==> config.mk <==
export PLATFORM = sky130hd
export DESIGN_NAME = it2_trap_fuzzifier
export DESIGN_NICKNAME = d
export VERILOG_FILES = /design/src/rtl/it2_fuzz_pkg.sv /design/src/rtl/trap_seg.sv /design/src/rtl/sa_frac_div.sv /design/src/rtl/it2_trap_fuzzifier.sv
export SDC_FILE = /design/constraint.sdc
export NUM_CORES = 2
export LEC_CHECK = 0
export BUFFER_PORTS_ARGS = -buffer_cell sky130_fd_sc_hd__buf_2
export CORE_ASPECT_RATIO = 0.5
export CORE_MARGIN = 8
export CORE_UTILIZATION = 45
export DETAILED_ROUTE_END_ITERATION = 12
export PLACE_DENSITY = 0.68
export SLEW_MARGIN = 20
export SYNTH_ARGS = -nofsm -noshare
export SYNTH_HDL_FRONTEND = slang
export SYNTH_HIERARCHICAL = 1
export SYNTH_SLANG_ARGS = --single-unit
==> constraint.sdc <==
create_clock -name clk -period 5.01 [get_ports clk]
set_clock_uncertainty 0.15 [all_clocks]
set_input_delay 0.7515 -clock clk [delete_from_list [all_inputs] [get_ports clk]]
set_output_delay 0.7515 -clock clk [all_outputs]
set_load 0.01 [all_outputs]
==> src/rtl/it2_fuzz_pkg.sv <==
package it2_fuzz_pkg;

  // Segment of a trapezoid that the sample falls in
  typedef enum logic [1:0] {
    SEG_OUT  = 2'd0,
    SEG_RISE = 2'd1,
    SEG_FLAT = 2'd2,
    SEG_FALL = 2'd3
  } seg_e;

endpackage

==> src/rtl/trap_seg.sv <==
module trap_seg
  import it2_fuzz_pkg::*;
#(
  parameter int W = 16
) (
  input  logic [W-1:0] x,
  input  logic [W-1:0] foot_l,
  input  logic [W-1:0] shld_l,
  input  logic [W-1:0] shld_r,
  input  logic [W-1:0] foot_r,
  output seg_e         seg,
  output logic [W-1:0] num,
  output logic [W-1:0] den
);

  // Shoulder side inclusive; equal foot/shoulder never selects a slope
  always_comb begin
    seg = SEG_OUT;
    num = '0;
    den = W'(1);
    if (x < foot_l || x >= foot_r) begin
      seg = SEG_OUT;
    end else if (x < shld_l) begin
      seg = SEG_RISE;
      num = x - foot_l;
      den = shld_l - foot_l;
    end else if (x <= shld_r) begin
      seg = SEG_FLAT;
    end else begin
      seg = SEG_FALL;
      num = foot_r - x;
      den = foot_r - shld_r;
    end
  end

endmodule

==> src/rtl/sa_frac_div.sv <==
module sa_frac_div #(
  parameter int W  = 16,
  parameter int RB = 3
) (
  input  logic         clk,
  input  logic         rst_n,
  input  logic         load,
  input  logic [W-1:0] num,
  input  logic [W-1:0] den,
  output logic         done,
  output logic [W-1:0] quo
);

  localparam int ITER = (W + RB - 1) / RB;
  localparam int QW   = ITER * RB;
  localparam int CW   = $clog2(ITER + 1);
  localparam int NK   = 1 << RB;
  localparam int XW   = W + RB;

  logic [W-1:0]  rem_q, rem_n;
  logic [W-1:0]  den_q, den_n;
  logic [QW-1:0] q_q, q_n;
  logic [CW-1:0] cnt_q, cnt_n;
  logic          run_q, run_n;
  logic          done_q, done_n;

  logic [XW-1:0] rem_x;
  logic [XW-1:0] mult [NK];
  logic [NK-1:0] hit;
  logic [RB-1:0] digit;
  logic [XW-1:0] diff;

  assign rem_x = {rem_q, {RB{1'b0}}};

  // Region bounds: every multiple of the divisor up to NK-1
  genvar gk;
  generate
    for (gk = 0; gk < NK; gk++) begin : g_reg
      assign mult[gk] = XW'(den_q) * XW'(gk);
      assign hit[gk]  = (rem_x >= mult[gk]);
    end
  endgenerate

  // Highest region the scaled remainder reaches
  always_comb begin
    digit = '0;
    for (int k = 1; k < NK; k++) begin
      if (hit[k]) digit = RB'(k);
    end
  end

  assign diff = rem_x - mult[digit];

  always_comb begin
    rem_n  = rem_q;
    den_n  = den_q;
    q_n    = q_q;
    cnt_n  = cnt_q;
    run_n  = run_q;
    done_n = 1'b0;
    if (load) begin
      rem_n = num;
      den_n = den;
      q_n   = '0;
      cnt_n = '0;
      run_n = 1'b1;
    end else if (run_q) begin
      rem_n = diff[W-1:0];
      q_n   = {q_q[QW-RB-1:0], digit};
      cnt_n = cnt_q + CW'(1);
      if (cnt_q == CW'(ITER - 1)) begin
        run_n  = 1'b0;
        done_n = 1'b1;
      end
    end
  end

  always_ff @(posedge clk or negedge rst_n) begin
    if (!rst_n) begin
      rem_q  <= '0;
      den_q  <= '0;
      q_q    <= '0;
      cnt_q  <= '0;
      run_q  <= 1'b0;
      done_q <= 1'b0;
    end else begin
      rem_q  <= rem_n;
      den_q  <= den_n;
      q_q    <= q_n;
      cnt_q  <= cnt_n;
      run_q  <= run_n;
      done_q <= done_n;
    end
  end

  assign done = done_q;
  assign quo  = q_q[QW-1 -: W];

endmodule

==> src/rtl/it2_trap_fuzzifier.sv <==
module it2_trap_fuzzifier
  import it2_fuzz_pkg::*;
#(
  parameter int W  = 16,
  parameter int RB = 3
) (
  input  logic         clk,
  input  logic         rst_n,
  input  logic         start,
  input  logic [W-1:0] x_in,
  input  logic [W-1:0] up_foot_l,
  input  logic [W-1:0] up_shld_l,
  input  logic [W-1:0] up_shld_r,
  input  logic [W-1:0] up_foot_r,
  input  logic [W-1:0] lo_foot_l,
  input  logic [W-1:0] lo_shld_l,
  input  logic [W-1:0] lo_shld_r,
  input  logic [W-1:0] lo_foot_r,
  input  logic [W-1:0] lo_height,
  output logic         busy,
  output logic         valid,
  output logic [W-1:0] upper_grade,
  output logic [W-1:0] lower_grade
);

  localparam logic [W-1:0] FULL = '1;

  // Reset: asserted asynchronously, released on the clock
  logic [1:0] rst_sync_q;
  logic       rst_i_n;

  always_ff @(posedge clk or negedge rst_n) begin
    if (!rst_n) rst_sync_q <= 2'b00;
    else        rst_sync_q <= {rst_sync_q[0], 1'b1};
  end
  assign rst_i_n = rst_sync_q[1];

  // Classification straight from the ports; captured on acceptance
  seg_e         seg_u_c, seg_l_c;
  logic [W-1:0] num_u, den_u, num_l, den_l;

  trap_seg #(.W(W)) u_seg_up (
    .x(x_in), .foot_l(up_foot_l), .shld_l(up_shld_l),
    .shld_r(up_shld_r), .foot_r(up_foot_r),
    .seg(seg_u_c), .num(num_u), .den(den_u)
  );

  trap_seg #(.W(W)) u_seg_lo (
    .x(x_in), .foot_l(lo_foot_l), .shld_l(lo_shld_l),
    .shld_r(lo_shld_r), .foot_r(lo_foot_r),
    .seg(seg_l_c), .num(num_l), .den(den_l)
  );

  logic accept;
  assign accept = start && !busy_q;

  logic         done_u, done_l;
  logic [W-1:0] quo_u, quo_l;

  sa_frac_div #(.W(W), .RB(RB)) u_div_up (
    .clk(clk), .rst_n(rst_i_n), .load(accept),
    .num(num_u), .den(den_u), .done(done_u), .quo(quo_u)
  );

  sa_frac_div #(.W(W), .RB(RB)) u_div_lo (
    .clk(clk), .rst_n(rst_i_n), .load(accept),
    .num(num_l), .den(den_l), .done(done_l), .quo(quo_l)
  );

  // Held state
  logic         busy_q, busy_n;
  logic         valid_q, valid_n;
  seg_e         seg_u_q, seg_u_n, seg_l_q, seg_l_n;
  logic [W-1:0] ht_q, ht_n;
  logic [W-1:0] up_q, up_n, lo_q, lo_n;

  // Height scaling: (quotient * (height + 1)) upper W bits
  logic [2*W:0] prod;
  assign prod = {{(W+1){1'b0}}, quo_l} * {{W{1'b0}}, 1'b0, ht_q} + {{(W+1){1'b0}}, quo_l};

  logic [W-1:0] up_grade_c, lo_grade_c;

  always_comb begin
    case (seg_u_q)
      SEG_FLAT:          up_grade_c = FULL;
      SEG_RISE, SEG_FALL: up_grade_c = quo_u;
      default:           up_grade_c = '0;
    endcase
    case (seg_l_q)
      SEG_FLAT:          lo_grade_c = ht_q;
      SEG_RISE, SEG_FALL: lo_grade_c = prod[2*W-1:W];
      default:           lo_grade_c = '0;
    endcase
  end

  always_comb begin
    busy_n  = busy_q;
    valid_n = 1'b0;
    seg_u_n = seg_u_q;
    seg_l_n = seg_l_q;
    ht_n    = ht_q;
    up_n    = up_q;
    lo_n    = lo_q;
    if (accept) begin
      busy_n  = 1'b1;
      seg_u_n = seg_u_c;
      seg_l_n = seg_l_c;
      ht_n    = lo_height;
    end else if (busy_q && done_u && done_l) begin
      busy_n  = 1'b0;
      valid_n = 1'b1;
      up_n    = up_grade_c;
      lo_n    = lo_grade_c;
    end
  end

  always_ff @(posedge clk or negedge rst_i_n) begin
    if (!rst_i_n) begin
      busy_q  <= 1'b0;
      valid_q <= 1'b0;
      seg_u_q <= SEG_OUT;
      seg_l_q <= SEG_OUT;
      ht_q    <= '0;
      up_q    <= '0;
      lo_q    <= '0;
    end else begin
      busy_q  <= busy_n;
      valid_q <= valid_n;
      seg_u_q <= seg_u_n;
      seg_l_q <= seg_l_n;
      ht_q    <= ht_n;
      up_q    <= up_n;
      lo_q    <= lo_n;
    end
  end

  assign busy        = busy_q;
  assign valid       = valid_q;
  assign upper_grade = up_q;
  assign lower_grade = lo_q;

endmodule

==> metrics.md <==
| Metric | Value |
|---|---|
| Critical Path RT | `5.26 ns` |
| Skew-Pair Late Insertion Delay | `0.52 ns` |
| Fin. max-slew vios | `0` |
| Unrepaired setup endpoints after global routing | `yes` |
| Count of buffers inserted at the top-level ports | `196` |
| Number of antenna violations at the first check in global routing | `3` |
| Maximum Capacitance Violations | `0` |
| Bufs on Longest Clock Path | `2` |
| Initial DRC count | `2865` |
| Share of synthesized flip-flops with an asynchronous set or reset | `100%` |
| Actual transition at the worst max-transition pin | `0.948 ns` |
| Worst slew margin relative to its limit | `35.9%` |
| Global-route wire length before repair | `206000 um` |
| Fraction of post-synthesis cell area in the top cell type by area | `21.6%` |
| TritonCTS clock tree | `built` |
| Cell area after placement | `0.0457 mm^2` |
| Critical-path top delay cell | `sky130_fd_sc_hd__fa_1` |
| Commonest non-fill, non-tap cell in the layout | `sky130_fd_sc_hd__buf_4` |
| Vias | `37800` |
| Critical path fanouts, max | `8` |
| Run status | `complete, but fails checks` |
| Global-route congestion overflow total | `0` |
| Routed wire length per instance | `19.8 um` |
| Height of the die | `219 um` |
| Number of CTS-inserted buffers | `17` |
| Largest net degree at the start of global routing | `89` |
| Crit Path Category | `flip-flop to flip-flop` |
| Number of remaining DRC errors | `0` |
| Kind of end point of the critical path | `flip-flop` |
| Total global-route track usage | `27.5%` |
| Arr. time, crit path | `7.94 ns` |
| CP startpoint kind | `flip-flop` |
| Depth of the CTS H-tree | `4` |
| Cell type with the highest occurrence count on the critical path | `sky130_fd_sc_hd__a21o_1` |
| Syn_area_per_cell | `8.12 um^2` |
| Final count of hold timing violations | `0` |
| GPL Wtd Cong | `0.961` |
| Fraction of final layout cells sized beyond drive strength 1 | `29.7%` |
| Mapped Cells | `4568` |
| Worst Setup Slack, final | `-2.69 ns` |
| HPWL Detailed | `107000 um` |
| HP Class | `flip-flop to flip-flop` |
| Cell area after synthesis | `0.0371 mm^2` |
| Final setup vio count | `54` |
| Area growth syn-to-layout | `32.0%` |
| Post-layout instance area | `0.0489 mm^2` |
| Area of the die | `0.0924 mm^2` |
| Cell taking the most area after synthesis | `sky130_fd_sc_hd__ha_1` |
| Sequential element share of the synthesized area | `11.2%` |
| Post-synthesis sequential element count | `166` |
| Final cycle utilization of the critical path | `154%` |
| Total number of clock tree sinks | `166` |
| DR pass1 iterations | `6` |
| Post-synth top flop | `sky130_fd_sc_hd__dfrtp_1` |
| Minimum setup slack after placement | `-2.47 ns` |
| Clock tree root driver cell | `sky130_fd_sc_hd__clkbuf_16` |
| Top post-synthesis cells by area | `sky130_fd_sc_hd__ha_1, sky130_fd_sc_hd__fa_1, sky130_fd_sc_hd__dfrtp_1` |
| Antenna-violating nets left | `0` |
| Internal reg-to-reg setup slack | `-2.69 ns` |
| Core Area | `0.0816 mm^2` |
| Starting utilization of the core area | `45.5%` |
| Maximum clock frequency | `130 MHz` |
| Vias in the first global route | `38000` |
| Top library cells by usage in the layout, fill and taps aside | `sky130_fd_sc_hd__buf_4, sky130_fd_sc_hd__ha_1, sky130_fd_sc_hd__inv_1` |
| Number of warnings printed during yosys synthesis | `6` |
| Final net count | `6604` |
| Number of cell rows | `74` |
| Per-cell via count in the routed design | `5.67` |
| Number of top-level design ports | `197` |
| Number of flops mapped to enable cells by yosys | `0` |
| Tmin final | `7.70 ns` |
| Worst stage delay on the critical path | `0.54 ns` |
| Final wirelength | `132000 um` |
| Violations in the final reports | `setup timing` |
| Chip Width | `422 um` |
| Number of different library cells in the post-synthesis netlist | `114` |
| Post-CTS clock slew at the launch and capture registers of the worst setup and hold paths | `0.08 ns` |
[layer usage]
layer | part of all wire, % | track usage, % | up-vias
met5 | 0 | 0 | -
met4 | 2.5 | 7.22 | 0
met2 | 45 | 45.1 | 1255
li1 | - | - | 17900
met1 | 46 | 38.3 | 18400
met3 | 6.6 | 3.83 | 203
[final timing paths]
| path | start | to | cells past startpoint |
|---|---|---|---|
| max in group asynchronous | rst_sync_q[1] | u_div_lo/den_q[2] | 1 |
| min in group asynchronous | rst_sync_q[1] | u_div_up/den_q[13] | 0 |
| max reg2reg | u_div_lo/den_q[1] | u_div_lo/rem_q[15] | 38 |
| max | u_div_lo/den_q[1] | u_div_lo/rem_q[15] | 38 |
| min reg2reg | rst_sync_q[0] | rst_sync_q[1] | 0 |
| min | rst_sync_q[0] | rst_sync_q[1] | 0 |
[worst max-delay path: cells and delay by family, from the launching register on]
family	cells	cell delay, ns
simple gates	6	0.72
flops	1	0.44
xor+xnor	2	0.19
compound gates	22	4.00
mux	1	0.19
fa+ha+maj	5	1.66
buf+inv	2	0.24
[through the flow]
step           hold WS [ns]  cells  util (%)  TNS [ns]
6_report              0.209   6666      60.0    -76.82
3_5_place_dp          0.187   6495      56.0    -77.68
3_3_place_gp          0.189   6495      56.0    -71.98
2_1_floorplan         0.181   4569         -    -48.01
4_1_cts               0.216   6624      58.8    -71.28
5_1_grt               0.228   6666      60.0    -92.92
[final cells by class]
cell class                      instances  area [um^2]
Inverter                              545         2050
Clock buffer                           17          425
Timing Repair Buffer                 1136         8660
Tap cell                             1102         1380
Antenna cell                            2         5.00
Multi-Input combinational cell       3683        32000
Clock inverter                         15          193
Fill cell                            7143        32600
Sequential cell                       166         4200
[what timing repair did]
item	CTS	global route
resized for setup	207	152
pin swaps	167	173
hold endpoints to repair	2	0
setup buffers	94	47
endpoints found under the setup margin	54	54
hold buffers	1	0
gates cloned	4	0
[synth_stat cells, types with 20 or more instances]
| library cell | number |
|---|---|
| sky130_fd_sc_hd__a21o_1 | 99 |
| sky130_fd_sc_hd__and2_1 | 128 |
| sky130_fd_sc_hd__a21oi_1 | 358 |
| sky130_fd_sc_hd__and3_1 | 21 |
| sky130_fd_sc_hd__buf_4 | 32 |
| sky130_fd_sc_hd__o21ai_0 | 240 |
| sky130_fd_sc_hd__nand2_1 | 445 |
| sky130_fd_sc_hd__xnor2_1 | 113 |
| sky130_fd_sc_hd__nor3_1 | 65 |
| sky130_fd_sc_hd__clkbuf_1 | 106 |
| sky130_fd_sc_hd__o21bai_1 | 23 |
| sky130_fd_sc_hd__a211oi_1 | 59 |
| sky130_fd_sc_hd__o21a_1 | 51 |
| sky130_fd_sc_hd__fa_1 | 252 |
| sky130_fd_sc_hd__nand3_1 | 68 |
| sky130_fd_sc_hd__xor2_1 | 86 |
| sky130_fd_sc_hd__inv_1 | 545 |
| sky130_fd_sc_hd__nor2_1 | 329 |
| sky130_fd_sc_hd__a31oi_1 | 32 |
| sky130_fd_sc_hd__nand2b_1 | 40 |
| sky130_fd_sc_hd__buf_1 | 20 |
| sky130_fd_sc_hd__o211ai_1 | 34 |
| sky130_fd_sc_hd__mux2_2 | 28 |
| sky130_fd_sc_hd__or3_1 | 22 |
| sky130_fd_sc_hd__nand4_1 | 50 |
| sky130_fd_sc_hd__nor2b_1 | 65 |
| sky130_fd_sc_hd__ha_1 | 640 |
| sky130_fd_sc_hd__mux2i_1 | 69 |
| sky130_fd_sc_hd__dfrtp_1 | 166 |
[kinds of logic (layout without fill, tap and decap cells)]
logic type	after synthesis	in the layout	share of synthesized area, %
buf+inv	722	1713	7.78
fa+ha+maj	893	893	35.2
flops	166	166	11.2
mux	98	98	2.75
compound gates	1161	1163	21.1
other cells	1	4	0.0101
xor+xnor	200	200	4.76
simple gates	1327	1327	17.2
[registers in the layout, summed over array words and instances (netlist names), 3 cells and up]
signal / cells
u_div_lo/rem_q: 16
u_div_up/cnt_q: 3
upper_grade: 16
u_div_lo/cnt_q: 3
u_div_up/rem_q: 16
u_div_lo/q_q: 18
u_div_lo/den_q: 16
lower_grade: 16
u_div_up/den_q: 16
u_div_up/q_q: 18
ht_q: 16
Power is not shown: default switching activity piles up to over one toggle a cycle in this logic, so the estimate is an artifact.
